==> config.mk <==
export PLATFORM = sky130hd
export DESIGN_NAME = gpb_bank
export DESIGN_NICKNAME = d
export VERILOG_FILES = /design/src/rtl/gpb_pkg.sv /design/src/rtl/gpb_sync.sv /design/src/rtl/gpb_pin.sv /design/src/rtl/gpb_bank.sv
export SDC_FILE = /design/constraint.sdc
export NUM_CORES = 1
export LEC_CHECK = 0
export ABC_CLOCK_PERIOD_IN_PS = 3370
export CAP_MARGIN = 20
export CORE_MARGIN = 2
export CORE_UTILIZATION = 55
export DETAILED_ROUTE_END_ITERATION = 6
export MAX_ROUTING_LAYER = met4
export PLACE_DENSITY = 0.81
export SETUP_SLACK_MARGIN = 0.3
export SLEW_MARGIN = 20
export SYNTH_ARGS = -nofsm -noshare
export SYNTH_HDL_FRONTEND = slang
export SYNTH_SLANG_ARGS = --single-unit
==> constraint.sdc <==
create_clock -name clk -period 3.37 [get_ports clk]
set_input_delay 0.5055 -clock clk [delete_from_list [all_inputs] [get_ports clk]]
set_output_delay 0.5055 -clock clk [all_outputs]
set_load 0.1 [all_outputs]
==> src/rtl/gpb_pkg.sv <==
package gpb_pkg;
  localparam int B_DOUT = 0;
  localparam int B_DIN  = 1;
  localparam int B_OE   = 2;
  localparam int B_IE   = 3;
  localparam int B_STS  = 4;
  localparam int B_HI   = 5;
  localparam int B_LO   = 6;
  localparam int B_EDGE = 7;
  localparam int B_PEN  = 8;
  localparam int B_PUP  = 9;

  typedef struct packed {
    logic pup;
    logic pen;
    logic edge_m;
    logic lo;
    logic hi;
    logic sts;
    logic ie;
    logic oe;
    logic dout;
  } pin_cfg_t;

  // trigger evaluation: cur is the synchronised level, prv the level one cycle earlier
  function automatic logic trig_hit(logic hi, logic lo, logic edge_m, logic cur, logic prv);
    if (edge_m) return (hi & cur & ~prv) | (lo & ~cur & prv);
    else        return (hi & cur) | (lo & ~cur);
  endfunction
endpackage

==> src/rtl/gpb_sync.sv <==
module gpb_sync #(
  parameter int W = 8
) (
  input  logic         clk,
  input  logic         rst_n,
  input  logic [W-1:0] raw,
  output logic [W-1:0] cur,
  output logic [W-1:0] prv
);
  logic [W-1:0] meta;
  always_ff @(posedge clk or negedge rst_n) begin
    if (!rst_n) begin
      meta <= '0;
      cur  <= '0;
      prv  <= '0;
    end else begin
      meta <= raw;
      cur  <= meta;
      prv  <= cur;
    end
  end
endmodule

==> src/rtl/gpb_pin.sv <==
module gpb_pin
  import gpb_pkg::*;
#(
  parameter int DW = 32
) (
  input  logic          clk,
  input  logic          rst_n,
  input  logic          wr_en,
  input  logic [DW-1:0] wdata,
  input  logic          pad_en,
  input  logic          cur,
  input  logic          prv,
  output pin_cfg_t      cfg,
  output logic          hit
);
  pin_cfg_t q;
  logic trig_chg, ie_chg, oe_rise, w1c;

  assign trig_chg = wr_en && ({wdata[B_HI], wdata[B_LO], wdata[B_EDGE]} != {q.hi, q.lo, q.edge_m});
  assign ie_chg   = wr_en && (wdata[B_IE] != q.ie);
  assign oe_rise  = wr_en && !trig_chg && wdata[B_OE] && !q.oe;
  assign w1c      = wr_en && wdata[B_STS];
  assign hit      = pad_en && trig_hit(q.hi, q.lo, q.edge_m, cur, prv);
  assign cfg      = q;

  always_ff @(posedge clk or negedge rst_n) begin
    if (!rst_n) begin
      q <= '0;
    end else begin
      if (wr_en) begin
        q.dout   <= wdata[B_DOUT];
        q.oe     <= trig_chg ? 1'b0 : wdata[B_OE];
        q.ie     <= oe_rise ? 1'b0 : wdata[B_IE];
        q.hi     <= wdata[B_HI];
        q.lo     <= wdata[B_LO];
        q.edge_m <= wdata[B_EDGE];
        q.pen    <= wdata[B_PEN];
        q.pup    <= wdata[B_PUP];
      end
      if (trig_chg || ie_chg || w1c) q.sts <= 1'b0;
      else if (hit)                  q.sts <= 1'b1;
    end
  end


  trig_clr_chk: assert property (@(posedge clk) disable iff (!rst_n)
    trig_chg |=> (!q.oe && !q.sts));

  ie_clr_chk: assert property (@(posedge clk) disable iff (!rst_n)
    ie_chg |=> !q.sts);

  oe_ie_chk: assert property (@(posedge clk) disable iff (!rst_n)
    oe_rise |=> (q.oe && !q.ie));

  sticky_chk: assert property (@(posedge clk) disable iff (!rst_n)
    (q.sts && !wr_en) |=> q.sts);

  quiet_chk: assert property (@(posedge clk) disable iff (!rst_n)
    (!pad_en && !wr_en && !q.sts) |=> !q.sts);
endmodule

==> src/rtl/gpb_bank.sv <==
module gpb_bank
  import gpb_pkg::*;
#(
  parameter int N_PINS = 8,
  parameter int DW     = 32,
  localparam int AW    = $clog2(N_PINS + 2)
) (
  input  logic              clk,
  input  logic              rst_n,
  input  logic [AW-1:0]     bus_addr,
  input  logic              bus_we,
  input  logic [DW-1:0]     bus_wdata,
  output logic [DW-1:0]     bus_rdata,
  input  logic [N_PINS-1:0] pad_in,
  output logic [N_PINS-1:0] pad_out,
  output logic [N_PINS-1:0] pad_oe,
  output logic [N_PINS-1:0] pull_en,
  output logic [N_PINS-1:0] pull_up,
  output logic              irq
);
  localparam int STS_ADDR = N_PINS;
  localparam int PEN_ADDR = N_PINS + 1;

  logic [N_PINS-1:0] cur, prv, pad_en_q, sts_v, ie_v, hit_v;
  logic [DW-1:0]     ctrl_w [N_PINS];
  logic              irq_next;

  gpb_sync #(.W(N_PINS)) u_sync (
    .clk(clk), .rst_n(rst_n), .raw(pad_in), .cur(cur), .prv(prv)
  );

  for (genvar i = 0; i < N_PINS; i++) begin : g_pin
    pin_cfg_t cfg;
    logic     sel;
    assign sel = bus_we && (int'(bus_addr) == i);
    gpb_pin #(.DW(DW)) u_pin (
      .clk(clk), .rst_n(rst_n), .wr_en(sel), .wdata(bus_wdata),
      .pad_en(pad_en_q[i]), .cur(cur[i]), .prv(prv[i]),
      .cfg(cfg), .hit(hit_v[i])
    );
    always_comb begin
      ctrl_w[i]         = '0;
      ctrl_w[i][B_DOUT] = cfg.dout;
      ctrl_w[i][B_DIN]  = cur[i];
      ctrl_w[i][B_OE]   = cfg.oe;
      ctrl_w[i][B_IE]   = cfg.ie;
      ctrl_w[i][B_STS]  = cfg.sts;
      ctrl_w[i][B_HI]   = cfg.hi;
      ctrl_w[i][B_LO]   = cfg.lo;
      ctrl_w[i][B_EDGE] = cfg.edge_m;
      ctrl_w[i][B_PEN]  = cfg.pen;
      ctrl_w[i][B_PUP]  = cfg.pup;
    end
    assign sts_v[i]   = cfg.sts;
    assign ie_v[i]    = cfg.ie;
    assign pad_out[i] = cfg.dout;
    assign pad_oe[i]  = cfg.oe & pad_en_q[i];
    assign pull_en[i] = cfg.pen;
    assign pull_up[i] = cfg.pup;
  end

  always_ff @(posedge clk or negedge rst_n) begin
    if (!rst_n) pad_en_q <= '0;
    else if (bus_we && int'(bus_addr) == PEN_ADDR) pad_en_q <= bus_wdata[N_PINS-1:0];
  end

  assign irq_next = |(sts_v & ie_v);
  always_ff @(posedge clk or negedge rst_n) begin
    if (!rst_n) irq <= 1'b0;
    else        irq <= irq_next;
  end

  always_comb begin
    bus_rdata = '0;
    if (int'(bus_addr) < N_PINS)        bus_rdata = ctrl_w[int'(bus_addr)];
    else if (int'(bus_addr) == STS_ADDR) bus_rdata[N_PINS-1:0] = sts_v;
    else if (int'(bus_addr) == PEN_ADDR) bus_rdata[N_PINS-1:0] = pad_en_q;
  end


  irq_set_chk: assert property (@(posedge clk) disable iff (!rst_n)
    (|(sts_v & ie_v)) |=> irq);

  irq_clr_chk: assert property (@(posedge clk) disable iff (!rst_n)
    !(|(sts_v & ie_v)) |=> !irq);

  pad_gate_chk: assert property (@(posedge clk) disable iff (!rst_n)
    $fell(pad_en_q[0]) |-> !pad_oe[0]);
endmodule

Yosys cells after proc, flatten, opt, wreduce, memory -nomap -nowiden
Index checks and enable logic that the tools add are counted.
W data, S select, Z words.
{"block": "classes", "bitwise": 74, "n_eq_ne": 25, "muxes": 47, "n_lt_le_gt_ge": 2, "n_reduce_logical": 107}
{"operator": "$bmux W32 S3", "n": 1}
{"operator": "$logic_and A1 B1 Y1", "n": 65}
{"operator": "$mux W32", "n": 2}
{"operator": "$and A1 B1 Y1", "n": 40}
{"operator": "$mux W1", "n": 40}
{"operator": "$ge A32 B4 Y1 const B", "n": 1}
{"operator": "$not A4 Y32", "n": 1}
{"operator": "$eq A4 B4 Y1 const B", "n": 6}
{"operator": "$mux W24", "n": 1}
{"operator": "$mux W8", "n": 3}
{"operator": "$ne A3 B3 Y1", "n": 8}
{"operator": "$logic_not A1 Y1", "n": 16}
{"operator": "$logic_or A1 B1 Y1", "n": 16}
{"operator": "$not A1 Y1", "n": 16}
{"operator": "$or A1 B1 Y1", "n": 16}
{"operator": "$reduce_bool A2 Y1", "n": 8}
{"operator": "$and A8 B8 Y8", "n": 1}
{"operator": "$eq A4 B3 Y1 const B", "n": 2}
{"operator": "$ne A1 B1 Y1", "n": 8}
{"operator": "$reduce_or A8 Y1", "n": 1}
{"operator": "$eq A4 B2 Y1 const B", "n": 1}
{"operator": "$logic_not A4 Y1", "n": 1}
{"operator": "$lt A4 B4 Y1 const B", "n": 1}
{"block": "word_totals", "word_cells": 332, "output_inout_bits": 65, "regBits": 105}

Depth between registers and ports, before layout
Gate-level depths: netlist (run 1).
{"block": "depth", "word_depth": 8, "ltp_mapped": 7}

Modules after synthesis
From an unflattened synthesis (run 1), not the netlist that was laid out.
{"block": "hier_totals", "hier_cells": 436, "area_unflattened_um2": 5466.5}
{"module": "gpb_pin", "cells_each": 34, "instances": 8, "seq_area_each_um2": 225.2, "area_per_inst_um2": 426.7}
{"module": "gpb_bank", "cells_each": 140, "instances": 1, "seq_area_each_um2": 225.2, "area_per_inst_um2": 1452.6}
{"module": "gpb_sync", "cells_each": 24, "instances": 1, "seq_area_each_um2": 600.6, "area_per_inst_um2": 600.6}

Worst setup path after synthesis (run 1)
OpenSTA, ideal clock, no wires.
{"block": "synth_timing", "path_kind": "input to output", "start": "input port bus_addr[1]", "end": "output port bus_rdata[4]", "required_time_ns": 2.864, "setup_slack_ns": -0.492, "arrival_ns": 3.357, "n_path_buf": 2, "cell_stages": 5, "cell_sequence": "buf_4 -> buf_6 -> mux4_2 -> nor2_1 -> o32ai_1"}
{"block": "synth_via", "elab_chain_cells": 5}
{"element": "start: declaration", "line": "gpb_bank.sv:10", "rtl": "input logic [AW-1:0] bus_addr,"}
{"element": "$not A4 Y32 (implied by the code)", "line": "gpb_bank.sv:75", "rtl": "if (int'(bus_addr) < N_PINS) bus_rdata = ctrl_w[int'(bus_addr)];"}
{"element": "$bmux W32 S3", "line": "gpb_bank.sv:75"}
{"element": "$mux W32 (implied by the code) (2 in a row)", "line": "gpb_bank.sv:75"}
{"element": "$mux W8 (*)", "line": "gpb_bank.sv:75"}
{"element": "end: declaration", "line": "gpb_bank.sv:13", "rtl": "output logic [DW-1:0] bus_rdata,"}
Every way passes the cells marked *; elsewhere a longest branch is shown, timed or not. The select of a mux whose other input is x is not followed.

Worst setup path in the final report (run 1)
{"block": "layout_timing", "start": "input port bus_addr[0]", "end": "output port bus_rdata[5]"}
Same word-level chain as after synthesis.

==> impl_metrics.tcl, run 1 <==
set metrics [dict create \
    vias 4056 \
    io_buffers 67 \
    tns_ps 0 \
    yosysWarnings 0 \
    status "completed" \
    synth_ff_type "dfrtp_1" \
    clock_sinks 105 \
    crit_arrival_ps 2410 \
    syn_area_per_cell_sq_um 10.21 \
    rsz0062_at_grt "false" \
    fin_nets 632 \
    internal_power_mw 2.430 \
    gp_congestion 0.8910 \
    fin_crit_ps 2915 \
    antenna_found_initial 0 \
    synth_cell_types 38 \
    vdd_ir_drop_max_v 0.0003432 \
    cts_setup_buffers 0 \
    hold_slack_ps 113.1 \
    groute.usage.overall_pct 26.65 \
    die-area_sq_um 11210 \
    die_w_um 105.9 \
    end_kind "output pin" \
    worstMarginPinSlew_ps 996.8 \
    critPathMaxFanout 32 \
    synthCells 559 \
    syn_to_final_growth_pct 12.78 \
    hold_violations 0 \
    synth_enable_flop_cells 0 \
    core_area_sq_um 10180 \
    row_count 37 \
    final.setup.worst_slack_ps 455.4 \
    p_per_area_nw_per_um2 671.2 \
    grt_pass1_vias 4081 \
    antenna_cells 0 \
    wirelength_um 13730 \
    crit_path_start "bus_addr[0]" \
    async_flop_share_pct 100.0 \
    drtIter0Drc 260 \
    pre_cts_ws_ps 448.4 \
    cts_tree "built" \
    syn_area_sq_um 5708 \
    dp_hpwl_um 9985 \
    detail_route.wl_per_cell_um 18.91 \
    initial_core_util_pct 56.04 \
    post_cts_resized 0 \
    first_pass_iters 4 \
    grt_pass1_wl_um 22110 \
    cts_buffer_depth 2 \
    worst_setup_path_start_kind "input port" \
    setup_violations 0 \
    p_switching_mw 1.891 \
    r2r-start "g_pin[7].u_pin.cfg[4]" \
    clockPowerShare_pct 18.4 \
    slew_headroom_pct 33.34 \
    switching_share_pct 43.77 \
    drc 0 \
    skew_ps 12.29 \
    hold_path_class "input port to asynchronous set/reset pin" \
    worstSetupPathType "input port to output pin" \
    power_frac_seq_pct 41.3 \
    layout-drive-gt1-share_pct 14.41 \
    p_comb_share_pct 40.4 \
    finalCritPeriodShare_pct 86.49 \
    ios 112 \
    cap_violations 0 \
    synth_seq_cells 105 \
    cts-root-buf "clkbuf_8" \
    h-tree-depth 3 \
    hold_buffers 0 \
    max_freq_mhz 343.1 \
    leakage_nw 2.855 \
    drtAntennaViolNets 0 \
    placedCellCount 710 \
    grt-ovfl-total 0 \
    grt_start_max_net_pins 63 \
    die_h_um 105.9 \
    path_clk_slew_ps 90 \
    insertion_delay_ps 380 \
    required_ps 2860 \
    stdcell_count 726 \
    viasPerCell 5.587 \
    yosysSeqAreaShare_pct 46.03 \
    cts_inserted_buffers 9 \
    slew_viol_final 0 \
]
## sequential cells by signal, indices dropped and copies added, names as in the netlist
| register | count |
|---|---|
| u_sync.prv | 8 |
| u_sync.cur | 8 |
| g_pin.u_pin.cfg | 72 |
| pad_en_q | 8 |
| irq | 1 |
| u_sync.meta | 8 |
## cells in the final DEF (no fill, tap or decap), drive strengths merged, types with 3 or more instances in the layout
| master | instances |
|---|---|
| o22a | 8 |
| a21boi | 8 |
| nor3 | 8 |
| clkinv | 3 |
| o21ai | 31 |
| clkbuf | 12 |
| conb | 22 |
| clkdlybuf4s50 | 47 |
| a22oi | 11 |
| xnor2 | 24 |
| nand3b | 8 |
| a31oi | 7 |
| dfrtp | 105 |
| mux2i | 37 |
| nand2b | 9 |
| xor2 | 9 |
| and2 | 10 |
| nand2 | 110 |
| nand4 | 9 |
| buf | 28 |
| nand3 | 26 |
| mux4 | 5 |
| mux2 | 33 |
| nor2 | 5 |
| nor2b | 6 |
## cells in the mapped netlist, types with 9 or more instances
cell type  count  share of area [%]
xnor2_1       24                3.7
and2_1        10                1.1
mux2i_1       37                6.5
o21ai_0       30                2.6
xor2_1         9                1.4
buf_4         48                6.3
mux2_2        28                5.5
nand2b_1       9               0.99
nand3_1       25                2.2
nand2_1      109                7.2
a22oi_1       11                1.4
buf_2         19                1.7
dfrtp_1      105                 46
nand4_1        9               0.99
## power by group through the flow
stage	Clock, mW	Combinational, mW	Sequential (mW)
after floorplan	0	1.43	1.73
after global placement	0	1.71	1.78
final	0.793	1.75	1.78
after detailed placement	0	1.75	1.80
after global routing	0.850	1.84	1.82
after CTS	0.808	1.75	1.77
## cell type report
class / count / area, sq um
repair buffers: 75 / 828.3
clock buffers: 12 / 145.1
well taps: 136 / 170.2
inverters: 1 / 3.754
clock inverters: 4 / 52.55
multi-input cells: 393 / 2610
flip-flops and latches: 105 / 2628
fillers: 833 / 3747
## through the flow
| stage | utilization (%) | area, sq um | power (mW) |
|---|---|---|---|
| finish | 63.21 | 6437 | 4.321 |
| global route | 63.21 | 6437 | 4.506 |
| CTS | 63.21 | 6437 | 4.334 |
| detailed placement | 61.27 | 6240 | 3.543 |
| global placement | 61.27 | 6240 | 3.493 |
| floorplan | - | 5794 | 3.157 |
## metal layers
layer / vias up / share of wire, % / track usage [%]
met5: - / 0 / -
met4: 0 / 1.0 / 7.049
met3: 13 / 6.0 / 5.257
met2: 132 / 51 / 43.00
met1: 2010 / 42 / 34.80
li1: 1901 / - / -
## critical path, stage by stage
cell             delay [ps]
clkdlybuf4s50_1         500
buf_12                  210
nor2b_1                 460
a22oi_1                 210
nand3_1                 120
o21ai_0                 160
buf_12                  220
## worst paths after layout
kind | to | slack, ps | cells after the start
worst max-delay path | bus_rdata[5] | 460 | 7
worst min-delay path | g_pin[1].u_pin.cfg[6] | 110 | 1
worst max register to register | g_pin[7].u_pin.cfg[3] | 2070 | 4
worst min register to register | u_sync.cur[3] | 350 | 0
max in group asynchronous | g_pin[5].u_pin.cfg[0] | 2550 | 2
min in group clk | u_sync.cur[3] | 350 | 0
## cells by family after synthesis
logic type | synth area share [%]
AND/OR/NAND/NOR | 16.11
flip-flops | 46.03
buffers and inverters | 9.754
multiplexers | 15.30
AO/OA/AOI/OAI | 7.672
XOR/XNOR | 5.064
other | 0.06570
Note: power is estimated with default switching activity, not from simulation.
==> run 2: changes to the inputs <==
--- a/config.mk
+++ b/config.mk
@@ -11,9 +11,10 @@
 export CORE_UTILIZATION = 55
 export DETAILED_ROUTE_END_ITERATION = 6
 export MAX_ROUTING_LAYER = met4
-export PLACE_DENSITY = 0.81
+export PLACE_DENSITY = 0.82
 export SETUP_SLACK_MARGIN = 0.3
 export SLEW_MARGIN = 20
 export SYNTH_ARGS = -nofsm -noshare
 export SYNTH_HDL_FRONTEND = slang
+export SYNTH_HIERARCHICAL = 1
 export SYNTH_SLANG_ARGS = --single-unit
==> impl_metrics.tcl, run 2 <==
set metrics [dict create \
    synth_seq_cells 105 \
    cap_violations 0 \
    cts-root-buf "clkbuf_8" \
    first_pass_iters 5 \
    max_stage_delay_ps 650 \
    antenna_found_initial 0 \
    synth_enable_flop_cells 0 \
    slew_headroom_pct 29.44 \
    cp_slowest_cell "mux4_1" \
    r2r_setup_slack_ps 2080 \
    die-area_sq_um 10750 \
    initial_core_util_pct 56.19 \
    fin_nets 556 \
    syn_area_per_cell_sq_um 12.54 \
    critPathMaxFanout 26 \
    r2r-start "g_pin[1].u_pin/cfg[6]" \
    gp_congestion 0.9084 \
    yosysMostFrequentCell "dfrtp_1" \
    end_kind "output pin" \
    vias 3874 \
    path_buf_inv 3 \
    cts_setup_buffers 0 \
    worstSetupPathType "input port to output pin" \
    worstMarginPinSlew_ps 1055 \
    die_w_um 103.7 \
    crit_arrival_ps 2510 \
    core_area_sq_um 9729 \
    slew_viol_final 0 \
    syn_to_final_growth_pct 19.18 \
    async_flop_share_pct 100.0 \
    viasPerCell 5.988 \
    required_ps 2860 \
    clock_sinks 105 \
    synth_top_area_cell "dfrtp_1" \
    max_freq_mhz 331.6 \
    path_clk_slew_ps 100 \
    final.setup.worst_slack_ps 354.4 \
    p_per_area_nw_per_um2 703.4 \
    path_cells "clkdlybuf4s50_1, buf_12, mux4_1, a221o_1, buf_12" \
    status "completed" \
    grt-ovfl-total 0 \
    dp_hpwl_um 9381 \
    io_buffers 67 \
    antenna_cells 0 \
    hold_path_class "input port to asynchronous set/reset pin" \
    largest_reg_flops 72 \
    final_cell_mix "dfrtp_1, mux2_2, clkdlybuf4s50_1, mux2i_1, xnor2_1" \
    grt_pass1_vias 3946 \
    worst_setup_path_start_kind "input port" \
    synth_commonest_cells "dfrtp_1, mux2_2, mux2i_1" \
    yosysWarnings 6 \
    groute.usage.overall_pct 26.78 \
    grt_start_max_net_pins 72 \
    rsz0062_at_grt "false" \
    cpMostUsedCell "buf_12" \
    die_h_um 103.7 \
    cts_buffer_depth 2 \
    detail_route.wl_per_cell_um 20.73 \
    yosys.area.top_type_share_pct 48.07 \
    fin_crit_ps 3016 \
    pre_cts_ws_ps 361.5 \
    synthTopCellsByArea "dfrtp_1, mux2_2, mux2i_1" \
    leakage_nw 2.738 \
    tns_ps 0 \
    finalCritPeriodShare_pct 89.48 \
    h-tree-depth 3 \
    drtAntennaViolNets 0 \
    hold_buffers 0 \
    cts_inserted_buffers 9 \
    grt_pass1_wl_um 21550 \
    synthCells 436 \
    final_common_cell "dfrtp_1" \
    syn_area_sq_um 5466 \
    synth_ff_type "dfrtp_1" \
    post_cts_resized 0 \
    ios 112 \
    hold_violations 0 \
    skew_ps 6.750 \
    yosysSeqAreaShare_pct 48.07 \
    drc 0 \
    insertion_delay_ps 370 \
    layout-drive-gt1-share_pct 27.82 \
    row_count 36 \
    rr_worst_depth 4 \
    cts_tree "built" \
    vdd_ir_drop_max_v 0.0005366 \
    setup_violations 0 \
    wirelength_um 13410 \
    drtIter0Drc 276 \
    synth_cell_types 35 \
    cp_top_family "buffers and inverters" \
    r2r_end "g_pin[1].u_pin/cfg[2]" \
]
==> run 2: where the power goes <==
part	internal [mW]	switching, mW	leakage (nW)	total (mW)
combinational	0.685	1.34	1.39	2.03
sequential	1.52	0.310	1.26	1.83
clock	0.276	0.451	0.0904	0.727
total	2.48	2.10	2.74	4.58
==> run 2: routing by layer <==
metal	track usage, %	vias to the layer above	wire [um]
li1	-	1683	-
met1	35.79	1968	5535
met2	42.19	202	6564
met3	4.783	21	1048
met4	8.398	0	263
met5	-	-	0
==> run 2: metrics by stage <==
step           util [%]  hold WS, ps  instances  cell area, sq um  total power [mW]
5_1_grt           66.96        313.2        647              6515             4.764
4_1_cts           66.96        281.8        647              6515             4.593
3_3_place_gp      65.15        332.0        631              6339             3.801
6_report          66.96        236.5        647              6515             4.582
3_5_place_dp      65.15        336.2        631              6339             3.865
2_1_floorplan         -        209.9        457              5550             3.295
==> run 2: final cells by class <==
cell class	instances	area [sq um]
timing repair buffer	82	898.4
tap	133	166.4
multi-input combinational	295	2586
inverter	16	60.06
clock buffer	9	123.9
fill	746	3214
clock inverter	7	52.55
sequential	105	2628
==> run 2: worst max path at each step <==
stage                start           end  slack, ps  depth (start not counted)
6_report       bus_addr[0]  bus_rdata[7]        350                          5
2_1_floorplan  bus_addr[1]  bus_rdata[0]        690                          5
4_1_cts        bus_addr[0]  bus_rdata[7]        370                          5
5_1_grt        bus_addr[0]  bus_rdata[1]        310                          5
3_5_place_dp   bus_addr[0]  bus_rdata[7]        360                          5
3_3_place_gp   bus_addr[0]  bus_rdata[1]        410                          5
==> run 2: cells by family (layout without fill, tap and decap cells) <==
family	Yosys count	count (layout)	share of synthesized area (%)
DFF	105	105	48.07
xor gates and xnor gates	32	32	5.127
and+or+nand+nor	87	87	8.904
muxes	102	102	23.23
other	1	22	0.06860
buffers and inverters	57	114	6.157
AOI/OAI and AO/OA	52	52	8.446
==> run 2: worst reg2reg max path, stage by stage (launching register included) <==
cell and delay [ps]:
dfrtp_1 450, xnor2_1 250, nand4_1 200, o211ai_2 190, o21ai_1 90
